===== src/rtl/scan_reg_pkg.sv =====
package scan_reg_pkg;
  typedef enum logic [1:0] {
    OP_LOAD  = 2'd0,
    OP_HOLD  = 2'd1,
    OP_SHIFT = 2'd2
  } op_e;
endpackage


===== src/rtl/scan_reg_ctrl.sv =====
module scan_reg_ctrl
  import scan_reg_pkg::*;
(
  input  logic shift_i,
  input  logic hold_i,
  output op_e  op_o
);
  // shift wins over hold/load
  always_comb begin
    if (shift_i)     op_o = OP_SHIFT;
    else if (hold_i) op_o = OP_HOLD;
    else             op_o = OP_LOAD;
  end
endmodule


===== src/rtl/scan_reg_cell.sv =====
module scan_reg_cell
  import scan_reg_pkg::*;
(
  input  logic clk_i,
  input  logic rst_ni,
  input  op_e  op_i,
  input  logic par_i,
  input  logic shin_i,
  output logic q_o
);
  logic d;

  always_comb begin
    unique case (op_i)
      OP_SHIFT: d = shin_i;
      OP_LOAD:  d = par_i;
      default:  d = q_o;
    endcase
  end

  always_ff @(posedge clk_i or negedge rst_ni) begin
    if (!rst_ni) q_o <= 1'b0;
    else         q_o <= d;
  end
endmodule


===== src/rtl/scan_reg.sv =====
module scan_reg
  import scan_reg_pkg::*;
#(
  parameter int WIDTH = 8
) (
  input  logic             clk_i,
  input  logic             rst_ni,
  input  logic [WIDTH-1:0] par_i,
  input  logic             ser_i,
  input  logic             shift_i,
  input  logic             hold_i,
  output logic [WIDTH-1:0] q_o,
  output logic             ser_o
);
  localparam int TOP = WIDTH - 1;

  op_e              op;
  logic [WIDTH-1:0] shin;

  scan_reg_ctrl u_ctrl (
    .shift_i (shift_i),
    .hold_i  (hold_i),
    .op_o    (op)
  );

  // each cell takes its lower neighbour in shift mode
  assign shin = {q_o[TOP-1:0], ser_i};

  for (genvar i = 0; i < WIDTH; i++) begin : g_bit
    scan_reg_cell u_cell (
      .clk_i  (clk_i),
      .rst_ni (rst_ni),
      .op_i   (op),
      .par_i  (par_i[i]),
      .shin_i (shin[i]),
      .q_o    (q_o[i])
    );
  end

  assign ser_o = q_o[TOP];


  shift_chk: assert property (@(posedge clk_i) disable iff (!rst_ni)
    shift_i |=> q_o == {$past(q_o[TOP-1:0]), $past(ser_i)});


  load_chk: assert property (@(posedge clk_i) disable iff (!rst_ni)
    (!shift_i && !hold_i) |=> q_o == $past(par_i));


  hold_chk: assert property (@(posedge clk_i) disable iff (!rst_ni)
    (!shift_i && hold_i) |=> $stable(q_o));


  clear_chk: assert property (@(posedge clk_i)
    !rst_ni |-> q_o == '0);
endmodule


===== config.mk =====
export PLATFORM = sky130hd
export DESIGN_NAME = scan_reg
export DESIGN_NICKNAME = d
export VERILOG_FILES = /design/src/rtl/scan_reg_pkg.sv /design/src/rtl/scan_reg_ctrl.sv /design/src/rtl/scan_reg_cell.sv /design/src/rtl/scan_reg.sv
export SDC_FILE = /design/constraint.sdc
export NUM_CORES = 1
export LEC_CHECK = 0
export ABC_AREA = 1
export BUFFER_PORTS_ARGS = -buffer_cell sky130_fd_sc_hd__buf_2
export CAP_MARGIN = 20
export CORE_AREA = 2 2 39 41
export DETAILED_ROUTE_END_ITERATION = 10
export DIE_AREA = 0 0 41 43
export PLACE_DENSITY = 0.68
export SLEW_MARGIN = 20
export SYNTH_ARGS = -nofsm -noshare
export SYNTH_HDL_FRONTEND = slang
export SYNTH_HIERARCHICAL = 1
export SYNTH_SLANG_ARGS = --single-unit
export TNS_END_PERCENT = 30

===== constraint.sdc =====
create_clock -name clk_i -period 0.8 [get_ports clk_i]
set_input_delay 0.16 -clock clk_i [delete_from_list [all_inputs] [get_ports clk_i]]
set_output_delay 0.16 -clock clk_i [all_outputs]
set_load 0.01 [all_outputs]

==> out/summary.txt <==
CTS Buf Count - 3
CTS tree - done
first-pass GRT wire length - 1440 µm
post-DR vias/cell - 3.76
CP max FO - 2
initial antenna violation count - 0
port bufs - 21
Worst VDD drop - 0.000848 V
maxcap violations - 0
ANT nets after route - 0
CP endpoint kind - primary output
n_diodes - 0
worst-margin pin slew - 177 ps
Final Max Slew Viols - 0
Final Cycle Share - 116%
total track usage - 11.8%
Bufs on Longest Clock Path - 2
dpl hpwl - 746 µm
final setup fails - 13
CP arrival - 770 ps
Slowest Stage Delay on Critical Path - 380 ps
RSZ-0062 raised after global routing - yes
PnR worst setup slack - -127 ps
worst clock skew - 7.21 ps
CP delay by family, top - flip-flops
sequential share of power - 42.4%
clock latency on the worst-skew pair - 250 ps
switching power total - 0.329 mW
drt drc - 0
Max Fclk - 1080 MHz
CTS root buffer - clkbuf_4
Critical Path RT - 640 ps
logic gate share of total power - 31.6%
Core Box Area - 1380 µm²
Area Growth Syn to Fin - 47.5%
WL final - 1010 µm
Syn Area/Cell - 6.02 µm²
critical path type - reg -> out
leakage power - 0.508 nW
Synth cell types - 6
Detailed Routing Iterations Pass 1 - 3
failing checks - negative setup slack
vias in the first global route - 392
row count - 14
nets - 132
Initial Util - 36.5%
wire per inst - 7.62 µm
DIE HEIGHT - 43 µm
Die ar. - 1760 µm²
Post-Syn Nets - 97
Mapped Area - 505 µm²
H-Tree Depth - 1
Placed Cells - 122
Regs by FF count - g_bit.u_cell/q_o: 8 flops
# IOs - 22
Yosys warning total - 6
placed standard-cell area - 656 µm²
clk slew on worst S/H paths - 60 ps
Period minus WS final - 927 ps
register area share after synthesis - 39.6%
Critical Path, Cell by Cell - buf_2
die width - 41 µm
final hold vios - 0
largest net degree at the start of global routing - 17
Switching Share - 28.9%
Clk pwr share - 26.0%
crit start category - register
Biggest register - g_bit.u_cell/q_o
design area - 746 µm²
clock sinks - 8
DR iter-0 viols - 1
Largest register FFs - 8
commonest non-fill, non-tap cells in the layout - inv_1, nand2_1, buf_2
total grt overflow - 0
setup TNS - -1130 ps
status - complete, but fails checks
Cell Pwr Density - 1520 nW/µm²
synthesized flop and latch total - 8
Hold WS - 210 ps
critical path's slowest cell - dfrtp_1
Worst Hold Class - in -> reg
Rel. slew slack - 88.2%
Post-Syn Instances - 84
DR vias - 500
Buf/Inv on CP - 1
Final Non-Filler Cells - 133
ratio of cells with drive above 1 in the final layout - 31.6%
internal power - 0.808 mW
Final Util - 53.9%
GP Congestion - 0.712
## worst register-to-register path, stage by stage (launching register included)
cell	delay, ps
dfrtp_1	370
buf_4	130
inv_1	40
nand2_1	40
nand3_1	70
nand2_1	50
## kinds of logic after synthesis
| family | synth area share, % |
|---|---|
| buffers and inverters | 27.5 |
| flip-flops | 39.6 |
| AND/OR/NAND/NOR | 32.9 |
## worst paths after layout
path,startpoint,endpoint,slack (ps),depth (start not counted)
setup / recovery,g_bit[1].u_cell/q_o,q_o[1],-130,1
hold / removal,par_i[5],g_bit[5].u_cell/q_o,210,5
min in group asynchronous,rst_ni,g_bit[4].u_cell/q_o,280,2
max in group asynchronous,rst_ni,g_bit[0].u_cell/q_o,350,2
setup reg to reg,g_bit[4].u_cell/q_o,g_bit[5].u_cell/q_o,-20,5
hold reg to reg,g_bit[0].u_cell/q_o,g_bit[0].u_cell/q_o,500,2
## layer usage
layer  vias to the layer above  share of wire, %  track usage [%]
met5                         -                 0                0
met4                         0                 0             6.00
met3                         0               4.4             1.57
met2                        11                47             17.2
met1                       196                48             16.2
li1                        293                 -                -
## cell usage after synthesis
library cell  instances  area, µm²
inv_1                33        124
dfrtp_1               8        200
nor2_2                1       6.26
buf_4                 2       15.0
nand2_1              32        120
nand3_1               8       40.0
## through the flow
stage	power [mW]	setup WS, ps
2_1_floorplan	0.656	75.3
3_3_place_gp	0.773	-27.1
3_5_place_dp	0.779	-39.7
4_1_cts	1.10	-144
5_1_grt	1.21	-152
6_report	1.14	-127
## power by group through the flow
stage | registers [mW] | logic, mW | clock network [mW]
global placement | 0.496 | 0.277 | 0
detailed placement | 0.497 | 0.283 | 0
finish | 0.482 | 0.359 | 0.296
floorplan | 0.520 | 0.137 | 0
global route | 0.487 | 0.408 | 0.314
CTS | 0.487 | 0.309 | 0.304
## cell type report
cell class,instances,area [µm²]
fillers,143,638
repair buffers,32,203
flip-flops and latches,8,200
multi-input cells,41,176
inverters,33,124
clock buffers,3,22.5
well taps,16,20.0
## repair_timing
action	CTS	global route
pin swaps	2	1
setup endpoints to repair	9	12
gates resized for setup	0	2
setup buffers	2	5
hold buffers	1	0
hold endpoints to repair	8	0
Note: power is estimated with default switching activity, not from simulation.
